File: src/rtl/pfc_pkg.sv
package pfc_pkg;
  localparam int PH_W = 2;

  // Latched per-field configuration
  typedef struct packed {
    logic size;    // 0: ratio 4, 1: ratio 3
    logic filt;    // vertical filter on
    logic frozen;  // no writes this field
  } field_cfg_t;

  // Last phase value of a decimation period for the selected size
  function automatic logic [PH_W-1:0] ratio_last(input logic size);
    return size ? PH_W'(2) : PH_W'(3);
  endfunction
endpackage

File: src/rtl/pfc_phase.sv
module pfc_phase
  import pfc_pkg::*;
#(
  parameter int COL_AW = 7
) (
  input  logic              clk,
  input  logic              rst,
  input  logic              field_start,
  input  logic              line_start,
  input  logic              pix_valid,
  input  logic              size_next,
  input  logic              size_cur,
  output logic              sample_ok,
  output logic              keep_col,
  output logic              keep_line,
  output logic [COL_AW-1:0] col_idx
);
  logic [PH_W-1:0] col_ph, line_ph, last;

  assign last      = ratio_last(size_cur);
  assign sample_ok = pix_valid && !field_start && !line_start;
  assign keep_col  = (col_ph == last);
  assign keep_line = (line_ph == last);

  always_ff @(posedge clk) begin
    if (rst) begin
      col_ph  <= '0;
      line_ph <= ratio_last(1'b0);
      col_idx <= '0;
    end else if (field_start) begin
      // first line strobe of the field wraps this to 0
      col_ph  <= '0;
      line_ph <= ratio_last(size_next);
      col_idx <= '0;
    end else if (line_start) begin
      col_ph  <= '0;
      col_idx <= '0;
      line_ph <= keep_line ? '0 : line_ph + 1'b1;
    end else if (pix_valid) begin
      col_ph <= keep_col ? '0 : col_ph + 1'b1;
      if (keep_col) col_idx <= col_idx + 1'b1;
    end
  end

  p_phase_bound_r3: assert property (@(posedge clk) disable iff (rst)
    (col_ph <= last) && (line_ph <= last));
endmodule

File: src/rtl/pfc_vfilter.sv
module pfc_vfilter #(
  parameter int PIX_W  = 6,
  parameter int COL_AW = 7,
  parameter int OUT_W  = 8
) (
  input  logic              clk,
  input  logic              shift_en,
  input  logic [COL_AW-1:0] col_idx,
  input  logic [PIX_W-1:0]  pix,
  input  logic              filt_en,
  output logic [OUT_W-1:0]  value
);
  localparam int TAPS  = 2;
  localparam int DEPTH = 1 << COL_AW;
  localparam int EXT   = OUT_W - PIX_W;

  logic [PIX_W-1:0] tap [TAPS+1];
  assign tap[0] = pix;

  // One line buffer per previous line, holding only kept columns
  for (genvar g = 0; g < TAPS; g++) begin : g_line
    logic [PIX_W-1:0] line_mem [DEPTH];
    assign tap[g+1] = line_mem[col_idx];
    always_ff @(posedge clk) begin
      if (shift_en) line_mem[col_idx] <= tap[g];
    end
  end

  logic [OUT_W-1:0] oldest, middle, newest;
  assign oldest = {{EXT{1'b0}}, tap[2]};
  assign middle = {{EXT{1'b0}}, tap[1]};
  assign newest = {{EXT{1'b0}}, tap[0]};

  always_comb begin
    if (filt_en) value = oldest + (middle << 1) + newest;
    else         value = newest << 2;
  end
endmodule

File: src/rtl/pfc_writer.sv
module pfc_writer
  import pfc_pkg::*;
#(
  parameter int MEM_AW = 13,
  parameter int MEM_DW = 8
) (
  input  logic              clk,
  input  logic              rst,
  input  logic              field_start,
  input  logic              freeze_req,
  input  logic              size_sel,
  input  logic              vfilt_en,
  input  logic              write_now,
  input  logic [MEM_DW-1:0] wdata_in,
  output field_cfg_t        cfg,
  output logic              mem_we,
  output logic [MEM_AW-1:0] mem_addr,
  output logic [MEM_DW-1:0] mem_wdata,
  output logic              write_busy
);
  logic [MEM_AW-1:0] addr_cnt;
  logic              first_pend;

  always_ff @(posedge clk) begin
    if (rst) begin
      cfg        <= '0;
      addr_cnt   <= '0;
      mem_we     <= 1'b0;
      mem_addr   <= '0;
      mem_wdata  <= '0;
      write_busy <= 1'b0;
    end else begin
      mem_we <= 1'b0;
      if (field_start) begin
        cfg.frozen <= freeze_req;
        cfg.size   <= size_sel;
        cfg.filt   <= vfilt_en;
        addr_cnt   <= '0;
        write_busy <= 1'b0;
      end else begin
        write_busy <= (freeze_req != cfg.frozen);
        if (write_now && !cfg.frozen) begin
          mem_we    <= 1'b1;
          mem_addr  <= addr_cnt;
          mem_wdata <= wdata_in;
          addr_cnt  <= addr_cnt + 1'b1;
        end
      end
    end
  end

  // Checker state: first write of a field still to come
  always_ff @(posedge clk) begin
    if (rst || field_start) first_pend <= 1'b1;
    else if (mem_we)        first_pend <= 1'b0;
  end

  p_first_addr_r5: assert property (@(posedge clk) disable iff (rst)
    (mem_we && first_pend) |-> (mem_addr == '0));
  p_busy_clear_r8: assert property (@(posedge clk) disable iff (rst)
    field_start |=> !write_busy);
  p_frozen_quiet_r7: assert property (@(posedge clk) disable iff (rst)
    cfg.frozen |-> !mem_we);
endmodule

File: src/rtl/pip_field_capture.sv
module pip_field_capture
  import pfc_pkg::*;
#(
  parameter int PIX_W  = 6,
  parameter int MEM_AW = 13,
  parameter int MEM_DW = 8,
  parameter int COL_AW = 7
) (
  input  logic              clk,
  input  logic              rst,
  input  logic              field_start,
  input  logic              line_start,
  input  logic              pix_valid,
  input  logic [PIX_W-1:0]  pix_data,
  input  logic              size_sel,
  input  logic              vfilt_en,
  input  logic              freeze_req,
  output logic              mem_we,
  output logic [MEM_AW-1:0] mem_addr,
  output logic [MEM_DW-1:0] mem_wdata,
  output logic              write_busy
);
  field_cfg_t        cfg;
  logic              sample_ok, keep_col, keep_line;
  logic [COL_AW-1:0] col_idx;
  logic [MEM_DW-1:0] value;

  pfc_phase #(.COL_AW(COL_AW)) u_phase (
    .clk        (clk),
    .rst        (rst),
    .field_start(field_start),
    .line_start (line_start),
    .pix_valid  (pix_valid),
    .size_next  (size_sel),
    .size_cur   (cfg.size),
    .sample_ok  (sample_ok),
    .keep_col   (keep_col),
    .keep_line  (keep_line),
    .col_idx    (col_idx)
  );

  pfc_vfilter #(.PIX_W(PIX_W), .COL_AW(COL_AW), .OUT_W(MEM_DW)) u_vfilter (
    .clk     (clk),
    .shift_en(sample_ok && keep_col),
    .col_idx (col_idx),
    .pix     (pix_data),
    .filt_en (cfg.filt),
    .value   (value)
  );

  pfc_writer #(.MEM_AW(MEM_AW), .MEM_DW(MEM_DW)) u_writer (
    .clk        (clk),
    .rst        (rst),
    .field_start(field_start),
    .freeze_req (freeze_req),
    .size_sel   (size_sel),
    .vfilt_en   (vfilt_en),
    .write_now  (sample_ok && keep_col && keep_line),
    .wdata_in   (value),
    .cfg        (cfg),
    .mem_we     (mem_we),
    .mem_addr   (mem_addr),
    .mem_wdata  (mem_wdata),
    .write_busy (write_busy)
  );

  p_latency_r10: assert property (@(posedge clk) disable iff (rst)
    mem_we |-> $past(pix_valid));
  p_scaled_r2: assert property (@(posedge clk) disable iff (rst)
    (mem_we && !cfg.filt) |-> (mem_wdata[1:0] == 2'b00));
endmodule

File: config.mk
export PLATFORM = sky130hd
export DESIGN_NAME = pip_field_capture
export DESIGN_NICKNAME = d
export VERILOG_FILES = /design/src/rtl/pfc_pkg.sv /design/src/rtl/pfc_phase.sv /design/src/rtl/pfc_vfilter.sv /design/src/rtl/pfc_writer.sv /design/src/rtl/pip_field_capture.sv
export SDC_FILE = /design/constraint.sdc
export NUM_CORES = 1
export LEC_CHECK = 0
export BUFFER_PORTS_ARGS = -buffer_cell sky130_fd_sc_hd__buf_2
export CORE_ASPECT_RATIO = 1.5
export CORE_MARGIN = 8
export CORE_UTILIZATION = 45
export DETAILED_ROUTE_END_ITERATION = 16
export GPL_TIMING_DRIVEN = 0
export PLACE_DENSITY_LB_ADDON = 0.08
export SLEW_MARGIN = 20
export SYNTH_ARGS = -nofsm -noshare
export SYNTH_HDL_FRONTEND = slang
export SYNTH_SLANG_ARGS = --single-unit
File: constraint.sdc
create_clock -name clk -period 9.5 [get_ports clk]
set_input_delay 0.475 -clock clk [delete_from_list [all_inputs] [get_ports clk]]
set_output_delay 0.475 -clock clk [all_outputs]
set_load 0.05 [all_outputs]
==> flow_metrics.env <==
export IMPL_num_rows=166
export IMPL_min_path_cells=2
export IMPL_critPathMaxFanout=13
export IMPL_maxCapViolations=0
export IMPL_port_buffers=35
export IMPL_die_h_um=470
export IMPL_status="finished, final reports clean"
export IMPL_cts_tree="yes"
export IMPL_grt_max_degree=111
export IMPL_ant_nets=0
export IMPL_dr_pass1_iters=10
export IMPL_drt_initial_drc_count=2881
export IMPL_io_pins=37
export IMPL_maxSlewHeadroom_pct=23.2
export IMPL_clock_sinks=1593
export IMPL_fin_setup_tns_ps=0
export IMPL_synthDistinctLibCells=62
export IMPL_rsz0062_at_grt="false"
export IMPL_p_per_area_nw_per_um2=198
export IMPL_syn_to_final_growth_pct=14.3
export IMPL_htreeDepth=4
export IMPL_post_route_cells_drive_above_1_share_pct=22.2
export IMPL_vias=31881
export IMPL_setup_viol=0
export IMPL_syn_inst=3255
export IMPL_yosysWarnings=0
export IMPL_crit_buf_inv=6
export IMPL_worst_pin_slew_ps=1150
export IMPL_grtUsageTotal_pct=23.3
export IMPL_grt_overflow=0
export IMPL_post_route_period_util_pct=74.9
export IMPL_async_reset_ff_share_pct=0
export IMPL_grt_pass1_wl_um=248000
export IMPL_post_route_drc_count=0
export IMPL_max_freq_mhz=141
export IMPL_synth_seq_cells=1593
export IMPL_numCtsBuffers=151
export IMPL_p_leak_nw=21.1
export IMPL_min_to="u_phase.line_ph[1]"
export IMPL_syn_nets=3284
export IMPL_rr_endpoint="u_writer.mem_wdata[5]"
export IMPL_crit_family="buffers and inverters"
export IMPL_fin_area_um2=70600
export IMPL_clock_root_buffer="clkbuf_16"
export IMPL_ir_drop_mv=0.160
export IMPL_cts_buffer_depth=3
export IMPL_cpPeakStageDelay_ps=730
export IMPL_fin_crit_ps=7110
export IMPL_crit_path_start_kind="flop"
export IMPL_critPathKind="flop to flop"
export IMPL_layout_nets=3543
export IMPL_gp_congestion=0.915
export IMPL_grt_pass1_vias=33342
export IMPL_hold_path_startpoint="line_start"
export IMPL_routed_wl_um=177000
export IMPL_required_ps=10180
export IMPL_wl_per_cell_um=32.8
export IMPL_slowest_stage="clkbuf_1"
export IMPL_initial_core_util_pct=45.3
export IMPL_dieArea_um2=150000
export IMPL_ys_seq_area_share_pct=76.5
export IMPL_antenna_cells=0
export IMPL_path_cells="clkbuf_1 > nand3_1 > clkbuf_1 > clkbuf_1 > o22ai_1 > nor2_1 > nand4b_1 > nand4_1 > buf_6 > buf_6 > buf_6 > fa_1 > ha_1 > fa_1 > a21o_1 > a21oi_1 > xnor2_1 > mux2i_1 > a211oi_1"
export IMPL_ys_flop_type="edfxtp_1"
export IMPL_finalHoldViolCount=0
export IMPL_hold_class="input port to flop"
export IMPL_antenna_found_initial=2
export IMPL_dpl_cell_area_um2=65300
export IMPL_hpwl_um=123000
export IMPL_cp_end_kind="flop"
export IMPL_synth_edf_count=1536
export IMPL_synth_area_um2=61800
export IMPL_viasPerCell=5.90
export IMPL_crit_cells=19
export IMPL_regToRegSetupSlack_ps=2390
export IMPL_clk_pin_slew_ps=60
export IMPL_fin_skew_ps=27.9
export IMPL_rr_worst_depth=19
export IMPL_insertion_delay_ps=800
export IMPL_core_area_um2=136000
export IMPL_arrival_ps=7800
export IMPL_syn_avg_cell_area_um2=19.0
export IMPL_die_width_um=319
export IMPL_drv_slew=0
layout make-up:
class	count	area, um2
clock buffer	185	3950
fill	10913	65800
timing repair buffer	106	1180
buffer	185	995
multi-input combinational	1469	13800
clock inverter	98	1180
sequential	1593	47300
inverter	8	30.0
tap	1764	2210
state kept, by name (all words and copies together) (netlist names), named ones only:
name and cells:
u_phase.col_idx 7, u_phase.col_ph 2, u_phase.line_ph 2, u_vfilter.g_line.line_mem 1536, u_writer.addr_cnt 13, u_writer.cfg 3
u_writer.mem_addr 13, u_writer.mem_wdata 8, u_writer.mem_we 1, u_writer.write_busy 1
cell families after synthesis:
| kind of cell | after synthesis | synth area share [%] |
|---|---|---|
| flip-flops | 1593 | 76.5 |
| multiplexers | 561 | 13.1 |
| AND/OR/NAND/NOR | 546 | 4.46 |
| AO/OA/AOI/OAI | 330 | 3.73 |
| buffers and inverters | 193 | 1.65 |
| XOR/XNOR | 17 | 0.241 |
| adder cells (fa/ha/maj) | 15 | 0.377 |
Yosys cell counts (5+ instances only):
master     number  area share [%]
ha_1            9            0.18
buf_2          67            0.54
and3_1          6           0.061
a211oi_1       48            0.58
xnor2_1         7           0.099
edfxtp_1     1536              75
or3b_1         11            0.16
clkbuf_1       66            0.40
o21ai_0         7           0.057
xor2_1         10            0.14
a221oi_1       23            0.33
buf_1           6           0.036
nand2b_1        5           0.051
a21oi_1        34            0.28
mux2_2         45            0.82
nand4_1        42            0.43
nor2b_1        29            0.29
nor2_1        210             1.3
a22oi_1        99             1.2
o2111ai_1      11            0.16
mux4_2        192             7.0
fa_1            6            0.19
or3_1           8           0.081
inv_1           8           0.049
nand2_1       125            0.76
nand4b_1       25            0.35
buf_4          35            0.43
dfxtp_1        57             1.8
mux2i_1       324             5.2
nand3b_1        6           0.073
or4_1          15            0.18
buf_6           9            0.16
nand3_1        28            0.23
o22ai_1        95            0.96
through the flow:
step | hold WS, ps | utilization, % | setup slack (ps) | power, W | std cells
after floorplan | 440 | - | 2930 | 0.00781 | 3255
after global placement | 441 | 47.0 | -3520 | 0.00789 | 5054
after detailed placement | 453 | 47.9 | 2420 | 0.00789 | 5120
after CTS | 13.7 | 51.7 | 2380 | 0.0141 | 5408
after global routing | 68.6 | 51.8 | 2240 | 0.0144 | 5408
final | 81.2 | 51.8 | 2390 | 0.0140 | 5408
timing repair:
item                                    CTS  global route
hold buffers                              5             0
resized for setup                         0             0
hold endpoints to repair                 23             0
endpoints found under the setup margin    0             0
setup buffers                             0             0
worst max path at each step:
| stage | startpoint | endpoint |
|---|---|---|
| detailed placement | flop | u_writer.mem_wdata[5] |
| floorplan | flop | u_writer.mem_wdata[5] |
| global route | flop | u_writer.mem_wdata[5] |
| finish | flop | u_writer.mem_wdata[5] |
| global placement | flop | u_writer.mem_wdata[5] |
| CTS | flop | u_writer.mem_wdata[5] |
cell usage in the layout, fill, tap and decap left out, types with 7 or more instances in the layout:
cell type / instances
a211oi_1: 48
a21oi_1: 34
a221oi_1: 23
a22oi_1: 99
buf_16: 8
buf_2: 96
buf_4: 40
buf_6: 50
buf_8: 19
bufinv_16: 22
clkbuf_1: 93
clkbuf_16: 151
clkinv_1: 26
clkinv_2: 20
clkinvlp_4: 12
dfxtp_1: 57
edfxtp_1: 1536
ha_1: 9
inv_1: 8
inv_6: 9
mux2_2: 45
mux2i_1: 324
mux4_2: 192
nand2_1: 122
nand3_1: 28
nand4_1: 42
nand4b_1: 25
nor2_1: 100
nor2_2: 110
nor2b_1: 29
o2111ai_1: 11
o21ai_0: 7
o22ai_1: 95
or3_1: 8
or3b_1: 11
or4_1: 14
xnor2_1: 7
xor2_1: 10
per-layer routing:
metal | vias up | wire length [um] | GRT usage, %
li1 | 13744 | - | -
met1 | 16866 | 64200 | 26.3
met2 | 959 | 95300 | 42.9
met3 | 310 | 8100 | 3.60
met4 | 2 | 9460 | 11.2
met5 | - | 16 | 0
power breakdown:
group / leakage (nW) / total, W / internal (W) / switching (W)
Sequential: 14.3 / 0.00764 / 0.00763 / 0.00000197
Combinational: 4.41 / 0.000107 / 0.0000227 / 0.0000839
Clock: 2.47 / 0.00627 / 0.00360 / 0.00268
Total: 21.1 / 0.0140 / 0.0113 / 0.00276
Power figures use the tool's default switching activity.
